[config.mk]
export PLATFORM = sky130hd
export DESIGN_NAME = rtc_frac_counter
export DESIGN_NICKNAME = d
export VERILOG_FILES = /design/src/rtl/rtc_pkg.sv /design/src/rtl/rtc_frac_accum.sv /design/src/rtl/rtc_count64.sv /design/src/rtl/rtc_bus_regs.sv /design/src/rtl/rtc_frac_counter.sv
export SDC_FILE = /design/constraint.sdc
export NUM_CORES = 1
export LEC_CHECK = 0
export ABC_AREA = 1
export BUFFER_PORTS_ARGS = -buffer_cell sky130_fd_sc_hd__buf_2
export CAP_MARGIN = 20
export CORE_ASPECT_RATIO = 0.7
export CORE_MARGIN = 1
export CORE_UTILIZATION = 60
export CTS_BUF_LIST = sky130_fd_sc_hd__clkbuf_4 sky130_fd_sc_hd__clkbuf_8 sky130_fd_sc_hd__clkbuf_16
export DETAILED_ROUTE_END_ITERATION = 6
export PLACE_DENSITY_LB_ADDON = 0.05
export REMOVE_ABC_BUFFERS = 1
export SYNTH_ARGS = -nofsm -noshare
export SYNTH_HDL_FRONTEND = slang
export SYNTH_SLANG_ARGS = --single-unit
[constraint.sdc]
create_clock -name clk -period 11.4 [get_ports clk]
set_clock_uncertainty 0.05 [all_clocks]
set_input_delay 0.57 -clock clk [delete_from_list [all_inputs] [get_ports clk]]
set_output_delay 0.57 -clock clk [all_outputs]
set_load 0.01 [all_outputs]
[src/rtl/rtc_pkg.sv]
package rtc_pkg;
  localparam int OFS_CNT_LO = 'h00;
  localparam int OFS_CNT_HI = 'h04;
  localparam int OFS_NUM    = 'h10;
  localparam int OFS_DEN    = 'h14;
endpackage

[src/rtl/rtc_frac_accum.sv]
module rtc_frac_accum #(
  parameter int FRAC_W = 12
) (
  input  logic              clk,
  input  logic              rst,
  input  logic [FRAC_W-1:0] num_i,
  input  logic [FRAC_W-1:0] den_i,
  output logic              step_o
);
  localparam int SUM_W = FRAC_W + 1;

  logic [FRAC_W-1:0] rem_q;
  logic [FRAC_W-1:0] rem_nxt;
  logic [SUM_W-1:0]  sum;
  logic [SUM_W-1:0]  den_ext;
  logic [SUM_W-1:0]  diff;
  logic              hit;

  always_comb begin
    sum     = {1'b0, rem_q} + {1'b0, num_i};
    den_ext = {1'b0, den_i};
    diff    = sum - den_ext;
    hit     = (den_i != '0) && (sum >= den_ext);
    if (den_i == '0)
      rem_nxt = rem_q;
    else if (hit)
      rem_nxt = (diff >= den_ext) ? '0 : diff[FRAC_W-1:0];
    else
      rem_nxt = sum[FRAC_W-1:0];
  end

  always_ff @(posedge clk) begin
    if (rst) rem_q <= '0;
    else     rem_q <= rem_nxt;
  end

  assign step_o = hit;

  assert_rem_below_den_R2: assert property (@(posedge clk) disable iff (rst)
    (den_i != '0) |=> (rem_q < $past(den_i)));
endmodule

[src/rtl/rtc_count64.sv]
module rtc_count64 #(
  parameter int CNT_W = 64
) (
  input  logic             clk,
  input  logic             rst,
  input  logic             step_i,
  output logic [CNT_W-1:0] count_o
);
  always_ff @(posedge clk) begin
    if (rst)         count_o <= '0;
    else if (step_i) count_o <= count_o + 1'b1;
  end

  assert_single_step_R2: assert property (@(posedge clk) disable iff (rst)
    (count_o != $past(count_o)) |-> (count_o == $past(count_o) + 1'b1));
endmodule

[src/rtl/rtc_bus_regs.sv]
module rtc_bus_regs #(
  parameter int ADDR_W = 5,
  parameter int DATA_W = 32,
  parameter int CNT_W  = 64,
  parameter int FRAC_W = 12
) (
  input  logic              clk,
  input  logic              rst,
  input  logic              wr_en_i,
  input  logic              rd_en_i,
  input  logic [ADDR_W-1:0] addr_i,
  input  logic [DATA_W-1:0] wdata_i,
  input  logic [CNT_W-1:0]  count_i,
  output logic [DATA_W-1:0] rdata_o,
  output logic [FRAC_W-1:0] num_o,
  output logic [FRAC_W-1:0] den_o
);
  import rtc_pkg::*;
  localparam int HI_W = CNT_W - DATA_W;

  logic [DATA_W-1:0] num_q;
  logic [DATA_W-1:0] den_q;
  logic [HI_W-1:0]   shadow_q;
  logic              sel_lo, sel_hi, sel_num, sel_den;

  always_comb begin
    sel_lo  = addr_i == ADDR_W'(OFS_CNT_LO);
    sel_hi  = addr_i == ADDR_W'(OFS_CNT_HI);
    sel_num = addr_i == ADDR_W'(OFS_NUM);
    sel_den = addr_i == ADDR_W'(OFS_DEN);
  end

  always_ff @(posedge clk) begin
    if (rst) begin
      num_q <= '0;
      den_q <= '0;
    end else if (wr_en_i) begin
      if (sel_num) num_q <= wdata_i;
      if (sel_den) den_q <= wdata_i;
    end
  end

  always_ff @(posedge clk) begin
    if (rst) begin
      rdata_o  <= '0;
      shadow_q <= '0;
    end else if (rd_en_i) begin
      if (sel_lo) begin
        rdata_o  <= count_i[DATA_W-1:0];
        shadow_q <= count_i[CNT_W-1:DATA_W];
      end else if (sel_hi)  rdata_o <= DATA_W'(shadow_q);
      else if (sel_num)     rdata_o <= num_q;
      else if (sel_den)     rdata_o <= den_q;
      else                  rdata_o <= '0;
    end
  end

  assign num_o = num_q[FRAC_W-1:0];
  assign den_o = den_q[FRAC_W-1:0];

  assert_shadow_latch_R7: assert property (@(posedge clk) disable iff (rst)
    (rd_en_i && sel_lo) |=> (shadow_q == $past(count_i[CNT_W-1:DATA_W])));
endmodule

[src/rtl/rtc_frac_counter.sv]
module rtc_frac_counter #(
  parameter int ADDR_W = 5,
  parameter int DATA_W = 32,
  parameter int CNT_W  = 64,
  parameter int FRAC_W = 12
) (
  input  logic              clk,
  input  logic              rst,
  input  logic              wr_en_i,
  input  logic              rd_en_i,
  input  logic [ADDR_W-1:0] addr_i,
  input  logic [DATA_W-1:0] wdata_i,
  output logic [DATA_W-1:0] rdata_o,
  output logic [CNT_W-1:0]  count_o
);
  logic [FRAC_W-1:0] num_w;
  logic [FRAC_W-1:0] den_w;
  logic              step_w;

  rtc_bus_regs #(.ADDR_W(ADDR_W), .DATA_W(DATA_W), .CNT_W(CNT_W), .FRAC_W(FRAC_W)) regs_i (
    .clk(clk), .rst(rst), .wr_en_i(wr_en_i), .rd_en_i(rd_en_i), .addr_i(addr_i),
    .wdata_i(wdata_i), .count_i(count_o), .rdata_o(rdata_o), .num_o(num_w), .den_o(den_w)
  );

  rtc_frac_accum #(.FRAC_W(FRAC_W)) accum_i (
    .clk(clk), .rst(rst), .num_i(num_w), .den_i(den_w), .step_o(step_w)
  );

  rtc_count64 #(.CNT_W(CNT_W)) count_i (
    .clk(clk), .rst(rst), .step_i(step_w), .count_o(count_o)
  );

  assert_zero_den_hold_R6: assert property (@(posedge clk) disable iff (rst)
    (den_w == '0) |=> $stable(count_o));
endmodule

==> run_results.csv, run 1 <==
group,metric,value,unit
sta,fin_crit_sh,39.8,%
clocking,cts_resized,0,
job,maxCapViolCount,0,
die,core,18300,um^2
sta,setup_ws,6860,ps
synthesis,synth_cells,1636,
global_routing,grt_pass1_wl,55.9,mm
drt,drcViolationCount,0,
die,ios,137,
drt,via_per_inst,5.98,
clocking,cts_setup_buffers,0,
die,start_util,62.2,%
drt,ant_nets,0,
placed_design,io_buffers,136,
power,p_leak,0.00521,uW
global_routing,grt_max_degree,99,
synthesis,ys_seq_elements,204,
hold_path,hp-class,"in2reg",
setup_path,worstSetupStartpointType,"flip-flop",
sta,tightest_slew,999,ps
setup_path,crit_path_end_kind,"flip-flop",
synthesis,syn_avg_cell_area,6.96,um^2
power,power_frac_comb,22.9,%
placed_design,numPlacedInstances,1925,
drt,wire_per_inst,18.7,um
global_routing,antenna_found_initial,0,
power,irDropWorstVdd,110,uV
clocking,cts_tree,"done",
sta,setup_viol,0,
finish,layout.nets,1797,
outcome,status,"completed",
clocking,htree_num_levels,1,
die,die-area,19500,um^2
die,chipHeight,117,um
synthesis,yosysSeqAreaShare,35.9,%
power,power_switching,605,uW
finish,final_common_cell,"nand2_1",
setup_path,worstSetupPathType,"reg2reg",
finish,final_cells,1968,
placed_design,gp_congestion,1.01,
setup_path,cp.arrival,4920,ps
power,power_density,145,nW/um^2
setup_path,cp.required,11780,ps
clocking,cts_sinks,204,
finish,areaGrowthSynthToFinish,12.9,%
power,p_int,1260,uW
clocking,ctsRootBufferMaster,"clkbuf_16",
global_routing,grt_overflow,0,
die,dieWidth,167,um
power,pwr-share-seq,39.5,%
sta,finalSetupTns,0,ps
clocking,clk_latency,510,ps
synthesis,yosysUniqueCellTypes,41,
placed_design,place_hpwl,26.8,mm
drt,drt-total-wl,36.8,mm
sta,hold_viol_final,0,
clocking,clk_pin_slew,60,ps
global_routing,grt_pass1_vias,10200,
sta,final_max_slew_viol_count,0,
clocking,cts_max_path_buffers,3,
power,power_frac_clock,37.7,%
drt,route.vias.total,11800,
sta,timing.final.crit_period,4540,ps
sta,hold_ws,290,ps
synthesis,synth_warnings,0,
finish,final_cell_mix,"nand2_1, dfxtp_1, a21oi_1",
placed_design,place_ws,6990,ps
sta,grt_setup_unrepaired,"false",
sta,slew_headroom,33.4,%
sta,fmax,220,MHz
power,swShare,32.4,%
setup_path,crit_fanout,10,
synthesis,async_reset_ff_share,0,%
clocking,numCtsBuffers,21,
synthesis,synth_enable_flop_cells,0,
global_routing,track_usage,36.7,%
finish,diodes,0,
die,rows,41,
finish,layout-drive-gt1-share,12.8,%
synthesis,synth_area,11400,um^2
clocking,holdBufCountCts,0,
synthesis,ys.flop_type,"dfxtp_1",
drt,drt_first_pass_iters,5,
drt,drtIter0Drc,1357,
## path summary, 6_finish.rpt
path	slack, ps	from	to	cells after the start
setup reg to reg	6860	regs_i.num_q[0]$_SDFFE_PP0P_	accum_i.rem_q[1]$_SDFFE_PP0P_	26
hold reg to reg	400	regs_i.num_q[30]$_SDFFE_PP0P_	regs_i.num_q[30]$_SDFFE_PP0P_	2
setup / recovery	6860	regs_i.num_q[0]$_SDFFE_PP0P_	accum_i.rem_q[1]$_SDFFE_PP0P_	26
hold / removal	290	rst	regs_i.rdata_o[24]$_SDFFE_PP0P_	2
## layer usage
metal	track usage (%)	wire length [um]
met1	53.5	16900
met2	54.5	14700
met3	8.91	4340
met4	8.40	796
met5	0	0
## flip-flops by register name, summed over array words and instances (netlist names)
register	cells
regs_i.den_q	32
accum_i.rem_q	12
regs_i.num_q	32
regs_i.shadow_q	32
regs_i.rdata_o	32
count_i.count_o	64
## through the flow
stage / power (uW) / instance area (um^2) / utilization [%]
global route: 1940 / 12900 / 70.2
CTS: 1850 / 12700 / 69.5
finish: 1860 / 12900 / 70.2
floorplan: 1040 / 11000 / -
global placement: 1150 / 12000 / 65.7
detailed placement: 1160 / 12000 / 65.7
## Yosys cell counts (3+ instances only)
| library cell | instances | share of area (%) |
|---|---|---|
| nand2_2 | 10 | 0.55 |
| dfxtp_1 | 204 | 36 |
| xnor2_1 | 25 | 1.9 |
| buf_6 | 5 | 0.49 |
| a22oi_1 | 32 | 2.1 |
| nand3_1 | 58 | 2.5 |
| xor2_1 | 45 | 3.5 |
| o211ai_1 | 34 | 2.2 |
| a21oi_1 | 190 | 8.3 |
| inv_1 | 179 | 5.9 |
| nand4_1 | 34 | 1.9 |
| nor3_1 | 28 | 1.2 |
| o221ai_1 | 31 | 2.4 |
| o21ai_0 | 122 | 5.4 |
| a21o_1 | 3 | 0.20 |
| ha_1 | 37 | 4.1 |
| clkbuf_1 | 64 | 2.1 |
| nand2_1 | 315 | 10 |
| inv_2 | 4 | 0.13 |
| nor2_1 | 161 | 5.3 |
| buf_1 | 5 | 0.16 |
| a21oi_2 | 9 | 0.69 |
| buf_2 | 14 | 0.62 |
| o21ai_1 | 6 | 0.26 |
## cell families (layout without fill, tap and decap cells)
family / Yosys count / in the layout / synth area share [%]
and+or+nand+nor: 620 / 620 / 23.0
AOI/OAI and AO/OA: 431 / 431 / 21.9
buffers and inverters: 272 / 368 / 9.48
DFF: 204 / 204 / 35.9
xor gates and xnor gates: 70 / 70 / 5.38
adders and majority gates: 39 / 39 / 4.42
## power groups by stage
stage	logic (uW)	registers (uW)	clock network [uW]
floorplan	288	749	0
global placement	399	751	0
detailed placement	406	751	0
CTS	411	735	702
global route	472	737	731
finish	426	736	703
## area by class of cell
class                           instances  area [um^2]
Clock buffer                           29          617
Fill cell                            1572         5460
Tap cell                              236          295
Multi-Input combinational cell       1160         6240
Clock inverter                          9         87.6
Inverter                              183          687
Sequential cell                       204         4080
Timing Repair Buffer                  147          851
## critical path, cell delays in order, from the launching register on
cell and delay [ps]:
dfxtp_1 330, ha_1 180, inv_1 70, fa_1 420
o21ai_2 290, a21oi_1 120, xor2_1 180, inv_1 70
ha_1 330, a21oi_1 200, nand2_1 100, a31oi_1 180
xor2_1 190, inv_1 80, ha_1 270, nand2_1 110
inv_1 50, a21oi_1 130, nand2_1 60, nor2_1 80
nand2_1 70, nand2_1 60, nand2_1 50, nand2_1 90
and2_1 410, nand3_1 140, a21oi_1 150
Power figures use the tool's default switching activity.
==> inputs of run 2 (changes only) <==
- CORE_UTILIZATION: 60 -> 59
- clock period: 11.4 -> 4.31 ns (I/O delays scaled with it)
==> run 2 against run 1 <==
The flow now finishes with violations (design-rule violations). Count of clock-buffer cells in the layout decreased by 1. Cell area is 4.1% higher. Via count increased by 1.2%. Final cell count rose by 2.4%.
==> run_results.csv, run 2 (synthesized netlist as in run 1, its figures left out) <==
group,metric,value,unit
placed_design,numPlacedInstances,1939,
finish,layout-drive-gt1-share,14.4,%
die,dieWidth,168,um
drt,wl_met1,16.9,mm
drt,wire_per_inst,18.4,um
sta,fmax,239,MHz
finish,final_cell_mix,"nand2_1, dfxtp_1, a21oi_1",
setup_path,r2r-start,"accum_i.rem_q[0]$_SDFFE_PP0P_",
setup_path,worstSetupPathType,"reg2reg",
drt,route.vias.total,11900,
finish,diodes,0,
finish,layout.nets,1844,
setup_path,cp.arrival,4570,ps
die,core,18900,um^2
setup_path,crit_path_end_kind,"flip-flop",
power,irDropWorstVdd,302,uV
clocking,htree_num_levels,1,
hold_path,hp-class,"in2reg",
setup_path,crit_slowest_cell,"fa_2",
global_routing,track_usage,36.6,%
global_routing,grt_pass1_vias,10600,
finish,final_common_cell,"nand2_1",
hold_path,hp-start,"addr_i[4]",
placed_design,place_hpwl,26.6,mm
die,chipHeight,118,um
die,die-area,19900,um^2
drt,highest_layer,"met4",
setup_path,worstSetupStartpointType,"flip-flop",
placed_design,place_ws,102,ps
drt,drtIter0Drc,1305,
placed_design,gp_congestion,1.07,
sta,fin_crit_sh,97.2,%
power,power,4990,uW
sta,timing.final.crit_period,4190,ps
setup_path,r2r_slack,120,ps
sta,hold_viol_final,0,
setup_path,crit_top_cell,"nand2_1",
power,power_density,373,nW/um^2
placed_design,placed_cell_area,12200,um^2
job,maxCapViolCount,0,
outcome,violations,"design-rule violations",
drt,dr_wl_met3,4.12,mm
finish,final_area,13400,um^2
clocking,clk_latency,510,ps
setup_path,worst_path_largest_cell_delay,430,ps
finish,areaGrowthSynthToFinish,17.5,%
setup_path,path_buf_inv,5,
global_routing,grt_overflow,0,
sta,tightest_slew,1070,ps
sta,setup_viol,0,
die,start_util,60.2,%
hold_path,min_path_cells,5,
die,rows,42,
finish,final_cells,2016,
die,ios,137,
drt,via_per_inst,5.91,
setup_path,rr_endpoint,"accum_i.rem_q[3]$_SDFFE_PP0P_",
clocking,cts_tree,"done",
sta,setup_ws,120,ps
hold_path,min_to,"regs_i.num_q[31]$_SDFFE_PP0P_",
global_routing,grt_pass1_wl,57.2,mm
setup_path,crit_fanout,9,
setup_path,crit_family,"adder cells",
drt,ant_nets,0,
drt,route.met2.wl,15.5,mm
setup_path,r2r_cells,25,
sta,final_max_slew_viol_count,0,
clocking,cts_max_path_buffers,3,
clocking,numCtsBuffers,20,
clocking,ctsRootBufferMaster,"clkbuf_16",
finish,finish.utilization,70.7,%
drt,drt_first_pass_iters,7,
power,p_leak,0.00540,uW
finish,largest_reg_flops,64,
drt,drcViolationCount,1,
drt,drt-total-wl,37.2,mm
clocking,cts_sinks,204,
sta,slew_headroom,28.9,%
placed_design,io_buffers,136,
finish,regMostFlops,"count_i.count_o",
global_routing,grt_max_degree,93,
setup_path,cp.required,4690,ps
outcome,status,"complete, but fails checks",
global_routing,antenna_found_initial,1,
clocking,clk_pin_slew,70,ps
==> run 2: cell count changes in the layout (fill, tap and decap cells not counted), moves of 3 or more <==
cell	change
a21oi_1	-7
a21oi_2	+7
buf_12	+4
buf_4	+12
clkinvlp_4	-4
dlygate4sd3_1	+33
ha_1	-7
ha_2	+3
ha_4	+4
nand2_1	-3
nand2_2	+3
==> run 2: layout make-up <==
type,instances,area (um^2)
sequential,204,4090
clock inverter,4,35.0
tap,242,303
clock buffer,28,586
fill,1615,5540
multi-input combinational,1160,6360
timing repair buffer,195,1320
inverter,183,687
==> run 2: per-stage QoR <==
step / TNS [ps] / hold WS (ps)
after floorplan: 0 / 228
after global placement: 0 / 389
after detailed placement: 0 / 396
after CTS: 0 / 147
after global routing: -401 / 185
final: 0 / 154
==> run 2: how the worst max path moves through the flow <==
stage                                              from                       endpoint  slack, ps  cells past startpoint
after floorplan           accum_i.rem_q[0]$_SDFFE_PP0P_  accum_i.rem_q[0]$_SDFFE_PP0P_        510                     26
after global placement     regs_i.num_q[0]$_SDFFE_PP0P_  accum_i.rem_q[3]$_SDFFE_PP0P_        190                     27
after detailed placement   regs_i.num_q[0]$_SDFFE_PP0P_  accum_i.rem_q[3]$_SDFFE_PP0P_        100                     27
after CTS                  regs_i.num_q[0]$_SDFFE_PP0P_  accum_i.rem_q[3]$_SDFFE_PP0P_         50                     27
after global routing      accum_i.rem_q[0]$_SDFFE_PP0P_  accum_i.rem_q[3]$_SDFFE_PP0P_       -100                     25
final                     accum_i.rem_q[0]$_SDFFE_PP0P_  accum_i.rem_q[3]$_SDFFE_PP0P_        120                     25
==> run 2: per-layer routing <==
layer	global-route usage, %	vias up
li1	-	5724
met1	54.2	5512
met2	53.6	619
met3	8.20	54
met4	8.13	0
met5	0	-
==> run 2: worst register-to-register path, stage by stage (launching register included) <==
cell,delay (ps)
dfxtp_2,330
ha_2,170
inv_1,70
fa_2,430
o21ai_4,170
buf_4,150
buf_4,110
nand2_1,50
nand3_1,110
xor2_1,260
ha_1,270
nand2_2,110
nor2_4,90
nand2_1,50
o211ai_1,280
xor2_1,260
ha_1,300
nand2_1,90
inv_1,40
nand2_1,50
nand2_1,60
nand2_2,80
and2_4,160
buf_12,120
nand3_1,90
a21oi_1,150
==> run 2: report_power, final <==
| group | total (uW) | internal [uW] | switching (uW) |
|---|---|---|---|
| logic | 1360 | 506 | 850 |
| registers | 1950 | 1920 | 25.1 |
| clock network | 1690 | 948 | 741 |
| total | 4990 | 3370 | 1620 |
==> run 2: repair_timing <==
action | in CTS | in global routing
hold endpoints to repair | 61 | 0
gates resized for setup | 0 | 28
hold buffers | 33 | 0
endpoints found under the setup margin | 0 | 12
buffers inserted | 0 | 9
